<file path="src/rtl/pgwr_pkg.sv">
package pgwr_pkg;

    typedef enum logic [1:0] {
        PG_IDLE   = 2'd0,
        PG_LOAD   = 2'd1,
        PG_COMMIT = 2'd2,
        PG_WAIT   = 2'd3
    } pg_state_t;

endpackage

</file>
<file path="src/rtl/pgwr_buffer.sv">
module pgwr_buffer #(
    parameter int DATA_W     = 8,
    parameter int PAGE_BYTES = 16,
    localparam int OFF_W     = $clog2(PAGE_BYTES)
) (
    input  logic              clk,
    input  logic              rst_n,
    input  logic              clr,
    input  logic              wr_en,
    input  logic [OFF_W-1:0]  wr_off,
    input  logic [DATA_W-1:0] wr_data,
    input  logic [OFF_W-1:0]  rd_off,
    output logic [DATA_W-1:0] rd_data,
    output logic              rd_loaded,
    output logic              any_loaded
);

    logic [DATA_W-1:0]     slot_q [PAGE_BYTES];
    logic [PAGE_BYTES-1:0] flag_q;

    for (genvar g = 0; g < PAGE_BYTES; g++) begin : g_slot
        logic hit;
        assign hit = wr_en && (wr_off == OFF_W'(g));

        always_ff @(posedge clk or negedge rst_n) begin
            if (!rst_n) begin
                slot_q[g] <= '0;
                flag_q[g] <= 1'b0;
            end else if (hit) begin
                slot_q[g] <= wr_data;
                flag_q[g] <= 1'b1;
            end else if (clr) begin
                flag_q[g] <= 1'b0;
            end
        end
    end

    assign rd_data    = slot_q[rd_off];
    assign rd_loaded  = flag_q[rd_off];
    assign any_loaded = |flag_q;

    // a stored byte is always flagged on the following cycle
    assert_flag_after_store_R5: assert property (@(posedge clk) disable iff (!rst_n)
        wr_en |=> (flag_q[$past(wr_off)] == 1'b1));

endmodule

</file>
<file path="src/rtl/pgwr_timer.sv">
module pgwr_timer #(
    parameter int CYCLE_CLKS = 500000,
    localparam int CNT_W     = $clog2(CYCLE_CLKS + 1)
) (
    input  logic clk,
    input  logic rst_n,
    input  logic start,
    input  logic run,
    output logic done
);

    logic [CNT_W-1:0] cnt_q;

    always_ff @(posedge clk or negedge rst_n) begin
        if (!rst_n) begin
            cnt_q <= '0;
        end else if (start) begin
            cnt_q <= CNT_W'(CYCLE_CLKS - 1);
        end else if (run && (cnt_q != '0)) begin
            cnt_q <= cnt_q - 1'b1;
        end
    end

    assign done = run && (cnt_q == '0);

    // the count never leaves its programmed range
    assert_cnt_range_R9: assert property (@(posedge clk) disable iff (!rst_n)
        cnt_q <= CNT_W'(CYCLE_CLKS - 1));

    // while running and not finished, the count steps down by one
    assert_cnt_step_R9: assert property (@(posedge clk) disable iff (!rst_n)
        (run && !done && !start) |=> (cnt_q == $past(cnt_q) - 1'b1));

endmodule

</file>
<file path="src/rtl/pgwr_engine.sv">
module pgwr_engine
    import pgwr_pkg::*;
#(
    parameter int ADDR_W     = 10,
    parameter int DATA_W     = 8,
    parameter int PAGE_BYTES = 16,
    parameter int CYCLE_CLKS = 500000,
    localparam int OFF_W     = $clog2(PAGE_BYTES),
    localparam int PAGE_W    = ADDR_W - OFF_W
) (
    input  logic              clk,
    input  logic              rst_n,
    input  logic              frm_start,
    input  logic [ADDR_W-1:0] frm_addr,
    input  logic              byte_stb,
    input  logic [DATA_W-1:0] byte_data,
    input  logic              frm_end,
    input  logic              frm_ok,
    input  logic              wr_permit,
    output logic              mem_we,
    output logic [ADDR_W-1:0] mem_addr,
    output logic [DATA_W-1:0] mem_wdata,
    output logic              busy,
    output logic              wel_clear
);

    localparam logic [OFF_W-1:0] LAST_OFF = OFF_W'(PAGE_BYTES - 1);

    pg_state_t         state_q, state_d;
    logic [PAGE_W-1:0] page_q;
    logic [OFF_W-1:0]  ptr_q;
    logic [OFF_W-1:0]  scan_q;

    logic              buf_clr, buf_wr;
    logic [DATA_W-1:0] buf_rd_data;
    logic              buf_rd_loaded, buf_any;
    logic              tmr_start, tmr_run, tmr_done;

    // state register
    always_ff @(posedge clk or negedge rst_n) begin
        if (!rst_n) state_q <= PG_IDLE;
        else        state_q <= state_d;
    end

    // next-state logic
    always_comb begin
        state_d = state_q;
        unique case (state_q)
            PG_IDLE:   if (frm_start) state_d = PG_LOAD;
            PG_LOAD: begin
                if (frm_end) begin
                    if (frm_ok && (buf_any || byte_stb)) state_d = PG_COMMIT;
                    else                                 state_d = PG_IDLE;
                end
            end
            PG_COMMIT: if (scan_q == LAST_OFF) state_d = PG_WAIT;
            PG_WAIT:   if (tmr_done) state_d = PG_IDLE;
            default:   state_d = PG_IDLE;
        endcase
    end

    // address and offset registers
    always_ff @(posedge clk or negedge rst_n) begin
        if (!rst_n) begin
            page_q <= '0;
            ptr_q  <= '0;
            scan_q <= '0;
        end else begin
            if (state_q == PG_IDLE && frm_start) begin
                page_q <= frm_addr[ADDR_W-1:OFF_W];
                ptr_q  <= frm_addr[OFF_W-1:0];
            end else if (state_q == PG_LOAD && byte_stb) begin
                ptr_q  <= ptr_q + 1'b1;
            end
            if (state_q == PG_COMMIT) scan_q <= scan_q + 1'b1;
            else                      scan_q <= '0;
        end
    end

    assign buf_clr   = (state_q == PG_IDLE) && frm_start;
    assign buf_wr    = (state_q == PG_LOAD) && byte_stb;
    assign tmr_start = (state_q == PG_COMMIT) && (scan_q == LAST_OFF);
    assign tmr_run   = (state_q == PG_WAIT);

    pgwr_buffer #(
        .DATA_W     (DATA_W),
        .PAGE_BYTES (PAGE_BYTES)
    ) u_buf (
        .clk        (clk),
        .rst_n      (rst_n),
        .clr        (buf_clr),
        .wr_en      (buf_wr),
        .wr_off     (ptr_q),
        .wr_data    (byte_data),
        .rd_off     (scan_q),
        .rd_data    (buf_rd_data),
        .rd_loaded  (buf_rd_loaded),
        .any_loaded (buf_any)
    );

    pgwr_timer #(
        .CYCLE_CLKS (CYCLE_CLKS)
    ) u_tmr (
        .clk   (clk),
        .rst_n (rst_n),
        .start (tmr_start),
        .run   (tmr_run),
        .done  (tmr_done)
    );

    // outputs
    always_comb begin
        busy      = 1'b0;
        mem_we    = 1'b0;
        wel_clear = 1'b0;
        mem_addr  = {page_q, scan_q};
        mem_wdata = buf_rd_data;
        unique case (state_q)
            PG_IDLE, PG_LOAD: ;
            PG_COMMIT: begin
                busy   = 1'b1;
                mem_we = buf_rd_loaded && wr_permit;
            end
            PG_WAIT: begin
                busy      = 1'b1;
                wel_clear = tmr_done;
            end
            default: ;
        endcase
    end

    // array writes only happen inside the busy interval
    assert_we_inside_busy_R7: assert property (@(posedge clk) disable iff (!rst_n)
        mem_we |-> busy);

    // consecutive commit cycles step the offset by one
    assert_scan_ascend_R7: assert property (@(posedge clk) disable iff (!rst_n)
        (state_q == PG_COMMIT && $past(state_q == PG_COMMIT)) |->
        (scan_q == $past(scan_q) + 1'b1));

    // the page stays fixed across the busy interval
    assert_page_hold_R2: assert property (@(posedge clk) disable iff (!rst_n)
        (busy && $past(busy)) |-> $stable(page_q));

    // the latch-clear pulse is the final busy cycle
    assert_wel_last_R10: assert property (@(posedge clk) disable iff (!rst_n)
        wel_clear |=> !busy);

    // busy only falls right after the latch-clear pulse
    assert_busy_fall_R9: assert property (@(posedge clk) disable iff (!rst_n)
        $fell(busy) |-> $past(wel_clear));

    // no new frame can begin straight out of a busy cycle
    assert_no_load_from_busy_R11: assert property (@(posedge clk) disable iff (!rst_n)
        busy |=> (state_q != PG_LOAD));

endmodule

</file>
<file path="config.mk">
export PLATFORM = sky130hd
export DESIGN_NAME = pgwr_engine
export DESIGN_NICKNAME = d
export VERILOG_FILES = /design/src/rtl/pgwr_pkg.sv /design/src/rtl/pgwr_buffer.sv /design/src/rtl/pgwr_timer.sv /design/src/rtl/pgwr_engine.sv
export SDC_FILE = /design/constraint.sdc
export NUM_CORES = 1
export LEC_CHECK = 0
export BUFFER_PORTS_ARGS = -buffer_cell sky130_fd_sc_hd__buf_4
export CORE_MARGIN = 2
export CORE_UTILIZATION = 35
export DETAILED_ROUTE_END_ITERATION = 16
export PLACE_DENSITY = 0.61
export SYNTH_ARGS = -nofsm -noshare
export SYNTH_HDL_FRONTEND = slang
export SYNTH_HIERARCHICAL = 1
export SYNTH_SLANG_ARGS = --single-unit
export TNS_END_PERCENT = 50
</file>
<file path="constraint.sdc">
create_clock -name clk -period 2.5 [get_ports clk]
set_clock_uncertainty 0.15 [all_clocks]
set_input_delay 0.5 -clock clk [delete_from_list [all_inputs] [get_ports clk]]
set_output_delay 0.5 -clock clk [all_outputs]
set_load 0.01 [all_outputs]
</file>
==> run_results.csv, run 1 <==
group,metric,value,unit
synthesis,synth_ff_type,"dfrtp_1",
critical_path,startpoint_type,"flop",
finish,final_cell_area,10200,µm²
routing,drt_iter0_drc,273,
flow_run,max_cap_violations,0,
global_route,met3_usage,4.05,%
synthesis,ys_ff_latch,179,
synthesis,synthMuxAreaShare,28.9,%
synthesis,synth_seq_area_share,52.5,%
critical_path,cpPeakStageDelay,570,ps
worst_hold_path,min-delay-start,"frm_addr[1]",
timing,period_needed,2870,ps
pwr,fin_total_pwr,11.1,mW
routing,first_pass_iters,4,
global_route,grt_pass1_vias,5768,
worst_hold_path,hold_class,"in -> reg",
cts,cts_root_buf,"clkbuf_16",
placed_design,io_buffers,45,
cts,clkTransAtPathRegs,60,ps
pwr,pwr-share-seq,41.9,%
placed_design,placedCellCount,977,
timing,max_freq,0.349,GHz
synthesis,synth_most_common_cell,"dfrtp_1",
placed_design,dp_hpwl,13600,µm
synthesis,syn-num-nets,619,
cts,clock_sinks,179,
finish,drive_gt1_share,49.4,%
floorplan,die_w,160,µm
pwr,vdd_drop_max,588,µV
synthesis,yosys-top-cells-area,"dfrtp_1, mux2_2, mux4_2",
synthesis,synth_area,8540,µm²
cts,cts-buffers-inserted,17,
pwr,sw_frac_of_total,31.5,%
timing,report.final.slew_viol_count,0,
synthesis,yosys.area_share.simple,8.00,%
pwr,p_clk_share,22.7,%
pwr,power.internal,7.63,mW
critical_path,endpoint_kind,"output port",
finish,fin_cells,1016,
timing,setup_ws,-367,ps
routing,viasPerCell,5.23,
critical_path,path_class,"reg -> out",
critical_path,crit_path_cell_trace,"or4_4, or4_4, nor2_4, and3_4, buf_6",
finish,multi_input_area,3820,µm²
cts,cts_tree,"built",
synthesis,synth-xor-area-share,1.54,%
floorplan,start_util,35.4,%
global_route,antenna_found_initial,0,
routing,wl_per_cell,20.0,µm
timing,slew_headroom,57.5,%
cts,clk_path_buf_depth,2,
finish,final_core_util,42.5,%
timing,final-hold-violation-count,0,
synthesis,synth_top_area_share,52.5,%
pwr,p_comb_share,35.4,%
synthesis,synthCells,591,
cts,clk-insertion-delay-late,430,ps
synthesis,synthAdderAreaFrac,0.440,%
critical_path,required,1850,ps
global_route,grtUsageMet1,20.4,%
timing,setup_viol,10,
synthesis,synth_top_family_by_area,"multiplexers",
finish,area_delta_synth_final,20.0,%
cts,h-tree-depth,4,
critical_path,r2r_start,"u_tmr/cnt_q[14]",
routing,vias,5317,
global_route,track_usage,16.5,%
placed_design,place_ws,49.9,ps
synthesis,synth_cell_types,59,
timing,tns,-2900,ps
run_status,violations,"setup timing",
floorplan,die-area,25700,µm²
timing,tightest_slew,638,ps
synthesis,synth-edff-count,0,
routing,drc_errors,0,
floorplan,rows,57,
critical_path,cp_max_fo,4,
critical_path,critPathTopFamily,"simple AND/OR/NAND/NOR gates",
floorplan,ios,46,
synthesis,synth_compound_area_share,5.00,%
timing,fin_crit_sh,115,%
floorplan,core,24100,µm²
global_route,grt.overflow.total,0,
routing,routed_wl,20300,µm
finish,n_antenna_cell,0,
global_route,grt_util_met2,28.0,%
floorplan,die_y,160,µm
synthesis,ys.warnings.count,6,
critical_path,crit_path_top_delay_cell,"or4_4",
critical_path,crit_buf_inv,1,
pwr,power_leakage,4.83,nW
synthesis,synth_largest_area_cell,"dfrtp_1",
timing,rsz0062_at_grt,"true",
global_route,grt_first_pass_wirelength,32500,µm
pwr,p_switching,3.52,mW
synthesis,ys_async_sr_fraction,100,%
pwr,power_density,1090,nW/µm²
global_route,grt_max_degree,64,
global_route,top_usage_layer,"met2",
critical_path,arrival,2220,ps
finish,nets,709,
critical_path,cp-startpoint,"u_tmr/cnt_q[14]",
run_status,outcome,"finished, violations left",
routing,ant_nets,0,
synthesis,postSynthAreaPerCell,14.4,µm²
placed_design,place.gp.congestion,0.819,
finish,final-seq-area,4480,µm²
critical_path,cpMostUsedCell,"or4_4",
placed_design,placed_area,9490,µm²
finish,nFillCells,2217,
timing,whs,137,ps
synthesis,synth_commonest_cells,"dfrtp_1, mux2_2, mux4_2",
==> flip-flops by register name, summed over array words and instances, names as in the netlist, named ones only <==
signal,cells
page_q,6
u_tmr/cnt_q,19
u_buf/flag_q,16
state_q,1
u_buf/slot_q,128
ptr_q,4
scan_q,4
==> worst min-delay path: stages <==
cell,delay [ps]
buf_4,80
nand2_1,30
o21ai_0,60
==> cell type report <==
class                      instances  area share [%]
clock inverter                    12            1.07
sequential                       179            43.7
timing repair buffer             103            9.12
clock buffer                      18            4.29
inverter                          14           0.513
multi-input combinational        366            37.3
tap                              324            3.96
==> layer usage <==
layer / share of wire [%] / routed length (µm)
met2: 51 / 10300
met5: 0 / 0
met4: 2.4 / 478
met3: 5.4 / 1100
met1: 41 / 8410
==> power by group through the flow <==
stage          clock (mW)  sequential, mW  combinational (mW)
2_1_floorplan           0            4.48                2.74
3_3_place_gp            0            4.60                3.60
3_5_place_dp            0            4.70                3.72
4_1_cts              2.59            4.66                3.86
5_1_grt              2.72            4.81                4.28
6_report             2.53            4.67                3.95
==> final timing paths <==
path / to / slack [ps] / depth (start not counted)
worst min register to register: u_buf/slot_q[12] / 350 / 1
worst min-delay path: ptr_q[1] / 140 / 3
worst max-delay path: wel_clear / -370 / 5
max in group asynchronous: ptr_q[1] / 1050 / 3
worst max register to register: u_tmr/cnt_q[15] / 110 / 6
min in group asynchronous: u_buf/slot_q[95] / 490 / 2
==> layout by cell type, fill, tap and decap left out, drive strengths merged, types with 7 or more instances in the layout <==
cell / n
nor2: 34
nor4: 9
a22oi: 18
xor2: 10
mux2: 134
o21ai: 12
nand3: 9
or3: 8
a21o: 10
nand2b: 7
nand2: 22
mux4: 37
clkinv: 7
clkbuf: 19
inv: 14
dfrtp: 179
buf: 101
==> logic make-up (layout without fill, tap and decap cells) <==
kind of cell,after synthesis,after routing
AO/OA/AOI/OAI,57,57
AND/OR/NAND/NOR,118,118
XOR/XNOR,15,15
multiplexers,173,173
flip-flops,179,179
buffers and inverters,46,147
adder cells (fa/ha/maj),3,3
==> what timing repair did <==
item,in CTS,in global routing
cloned,0,1
gates resized for setup,16,12
endpoints found under the setup margin,10,10
hold endpoints to repair,58,0
hold buffers,1,0
pin swaps,4,3
buffers inserted,4,3
Note: power is estimated with default switching activity, not from simulation.
==> run 2: changes to the inputs <==
--- a/config.mk
+++ b/config.mk
@@ -5,13 +5,13 @@
 export SDC_FILE = /design/constraint.sdc
 export NUM_CORES = 1
 export LEC_CHECK = 0
+export ABC_CLOCK_PERIOD_IN_PS = 2500
 export BUFFER_PORTS_ARGS = -buffer_cell sky130_fd_sc_hd__buf_4
 export CORE_MARGIN = 2
-export CORE_UTILIZATION = 35
+export CORE_UTILIZATION = 37
 export DETAILED_ROUTE_END_ITERATION = 16
-export PLACE_DENSITY = 0.61
+export PLACE_DENSITY = 0.64
 export SYNTH_ARGS = -nofsm -noshare
 export SYNTH_HDL_FRONTEND = slang
-export SYNTH_HIERARCHICAL = 1
 export SYNTH_SLANG_ARGS = --single-unit
 export TNS_END_PERCENT = 50
==> run_results.csv, run 2 <==
group,metric,value,unit
finish,n_antenna_cell,0,
critical_path,arrival,2280,ps
synthesis,synth_largest_area_cell,"dfrtp_1",
synthesis,synth_top_family_by_area,"multiplexers",
worst_hold_path,hold_class,"in -> reg",
placed_design,dp_hpwl,12700,µm
placed_design,io_buffers,45,
floorplan,die-area,23600,µm²
synthesis,synth-edff-count,0,
timing,tightest_slew,690,ps
worst_hold_path,hold_depth,2,
pwr,pwr-share-seq,45.3,%
pwr,p_clk_share,25.0,%
pwr,sw_frac_of_total,28.8,%
timing,setup_ws,-428,ps
cts,cts-buffers-inserted,17,
routing,vias,5309,
finish,regMostFlops,"u_buf.slot_q",
finish,drive_gt1_share,47.3,%
global_route,grt_pass1_vias,5442,
cts,clk_path_buf_depth,2,
synthesis,ys_async_sr_fraction,100,%
synthesis,syn-num-nets,611,
worst_hold_path,hold-path-endpoint,"page_q[4]",
floorplan,die_w,153,µm
critical_path,endpoint_kind,"output port",
routing,ant_nets,0,
routing,drc_errors,0,
cts,cts_root_buf,"clkbuf_16",
synthesis,yosys.area_share.simple,8.23,%
synthesis,synth_most_common_cell,"dfrtp_1",
cts,h-tree-depth,4,
floorplan,rows,54,
finish,nets,688,
critical_path,required,1850,ps
synthesis,synth_ff_type,"dfrtp_1",
synthesis,synthCells,580,
synthesis,ys.warnings.count,0,
pwr,vdd_drop_max,478,µV
synthesis,synth-xor-area-share,0.424,%
floorplan,die_y,153,µm
timing,period_needed,2930,ps
synthesis,ys_ff_latch,179,
floorplan,core,21900,µm²
finish,nFillCells,1962,
floorplan,start_util,37.8,%
critical_path,crit_path_cell_trace,"buf_12, clkbuf_16, mux4_2, mux4_2, buf_6",
timing,fin_crit_sh,117,%
global_route,grt_max_degree,70,
routing,routed_wl,20100,µm
synthesis,synth_area,8270,µm²
cts,clk-insertion-delay-late,430,ps
pwr,p_switching,2.93,mW
run_status,violations,"setup timing",
cts,clock_sinks,179,
finish,final_core_util,45.4,%
timing,rsz0062_at_grt,"true",
global_route,track_usage,17.2,%
synthesis,yosys-top-cells-area,"dfrtp_1, mux2_2, mux4_2",
synthesis,synth_seq_area_share,54.2,%
critical_path,reg2reg_depth,5,
timing,max_freq,0.342,GHz
critical_path,cpMostUsedCell,"mux4_2",
global_route,antenna_found_initial,0,
global_route,grt_first_pass_wirelength,31000,µm
pwr,power_density,1020,nW/µm²
critical_path,crit_path_top_delay_cell,"mux4_2",
critical_path,r2r_slack,170,ps
synthesis,synth_cell_types,47,
critical_path,r2r-end,"u_tmr.cnt_q[13]",
synthesis,synth_commonest_cells,"dfrtp_1, mux2_2, mux4_2",
critical_path,cp_max_fo,8,
synthesis,postSynthAreaPerCell,14.3,µm²
worst_hold_path,min-delay-start,"frm_addr[8]",
placed_design,placedCellCount,911,
critical_path,cp-startpoint,"scan_q[0]",
timing,final-hold-violation-count,0,
timing,setup_viol,10,
routing,first_pass_iters,4,
finish,top_regs,"u_buf.slot_q x128, u_tmr.cnt_q x19, u_buf.flag_q x16",
pwr,p_comb_share,29.7,%
finish,final_common_cell,"dfrtp_1",
synthesis,synthMuxAreaShare,31.6,%
timing,report.final.slew_viol_count,0,
synthesis,synth_top_area_share,54.2,%
global_route,grt.overflow.total,0,
synthesis,synthAdderAreaFrac,0.908,%
finish,largest_reg_flops,128,
routing,viasPerCell,5.59,
timing,slew_headroom,54.0,%
cts,cts_tree,"built",
routing,drt_iter0_drc,405,
finish,layout_common_cells,"dfrtp_1, mux2_2, buf_4, mux4_2, nand2_1",
floorplan,ios,46,
critical_path,path_class,"reg -> out",
critical_path,cpPeakStageDelay,510,ps
finish,fin_cells,950,
placed_design,place.gp.congestion,0.830,
critical_path,startpoint_type,"flop",
synthesis,synth_compound_area_share,2.88,%
routing,wl_per_cell,21.1,µm
pwr,power_leakage,4.59,nW
cts,clkTransAtPathRegs,60,ps
flow_run,max_cap_violations,0,
finish,area_delta_synth_final,20.3,%
pwr,power.internal,7.25,mW
run_status,outcome,"finished, violations left",
critical_path,r2r_start,"u_tmr.cnt_q[1]",
-- run 2: changes by cell type after synthesis, moves of 8 or more --
cell      delta
mux4_2      +19
a21oi_1      +8
nor2_2      -10
nand2_1     +20
mux2_2      +18
buf_6        -9
inv_1        -8
clkbuf_1    +11
mux2_4      -18
a22oi_1     -18
-- run 2: power by group through the flow --
stage	sequential, mW	clock, mW	combinational (mW)
final	4.62	2.54	3.02
after global routing	4.74	2.71	3.27
after CTS	4.60	2.60	2.91
after detailed placement	4.65	0	2.85
after global placement	4.59	0	2.74
after floorplan	4.44	0	2.12
-- run 2: routing by layer --
metal	share of wire [%]	GRT usage, %	up-vias	wire length, µm
met5	0	0	-	0
met4	1.3	5.11	0	265
met3	5.8	3.37	23	1160
met2	47	27.1	163	9490
met1	46	24.3	2809	9160
li1	-	-	2314	-
-- run 2: through the flow --
| stage | cell area [µm²] | worst slack, ps | hold WS [ps] | setup TNS, ps | power [mW] |
|---|---|---|---|---|---|
| 2_1_floorplan | 8280 | -18.0 | 54.4 | -71.9 | 6.56 |
| 3_3_place_gp | 9180 | 30.9 | 332 | 0 | 7.33 |
| 3_5_place_dp | 9180 | -15.6 | 338 | -15.6 | 7.50 |
| 4_1_cts | 9800 | -430 | 141 | -4120 | 10.1 |
| 5_1_grt | 9940 | -464 | 146 | -4310 | 10.7 |
| 6_report | 9940 | -428 | 154 | -3750 | 10.2 |
-- run 2: final cells by class --
| cell class | count | area (µm²) | share of cell area [%] |
|---|---|---|---|
| Clock buffer | 24 | 492 | 4.95 |
| Clock inverter | 8 | 65.1 | 0.654 |
| Inverter | 4 | 15.0 | 0.151 |
| Multi-Input combinational cell | 365 | 3670 | 36.9 |
| Sequential cell | 179 | 4480 | 45.1 |
| Tap cell | 280 | 350 | 3.52 |
| Timing Repair Buffer | 90 | 865 | 8.70 |
-- run 2: how the worst max path moves through the flow --
stage / to / slack [ps] / cells past startpoint
3_5_place_dp: wel_clear / -20 / 7
5_1_grt: mem_wdata[3] / -460 / 5
3_3_place_gp: wel_clear / 30 / 7
4_1_cts: mem_wdata[2] / -430 / 4
6_report: mem_wdata[2] / -430 / 5
2_1_floorplan: mem_wdata[3] / -20 / 3
-- run 2: cells by family (layout without fill, tap and decap cells) --
group                    count (synthesis)  count (layout)
AO/OA/AOI/OAI                           36              36
XOR/XNOR                                 4               4
adder cells (fa/ha/maj)                  6               6
buffers and inverters                   36             126
flip-flops                             179             179
multiplexers                           188             188
AND/OR/NAND/NOR                        131             131
-- run 2: critical path: cells and delay by family (launching register included) --
family / cells / cell delay (ps)
multiplexers: 2 / 1010
flip-flops: 1 / 380
buffers and inverters: 3 / 450
-- run 2: repair_timing --
action                                 4_1_cts  5_1_grt
hold buffers                                 1        0
gates resized for setup                     14        4
pin swaps                                    1        0
endpoints found under the hold margin       65        0
setup buffers                                0        2
gates cloned                                 0        4
setup endpoints to repair                   10       10
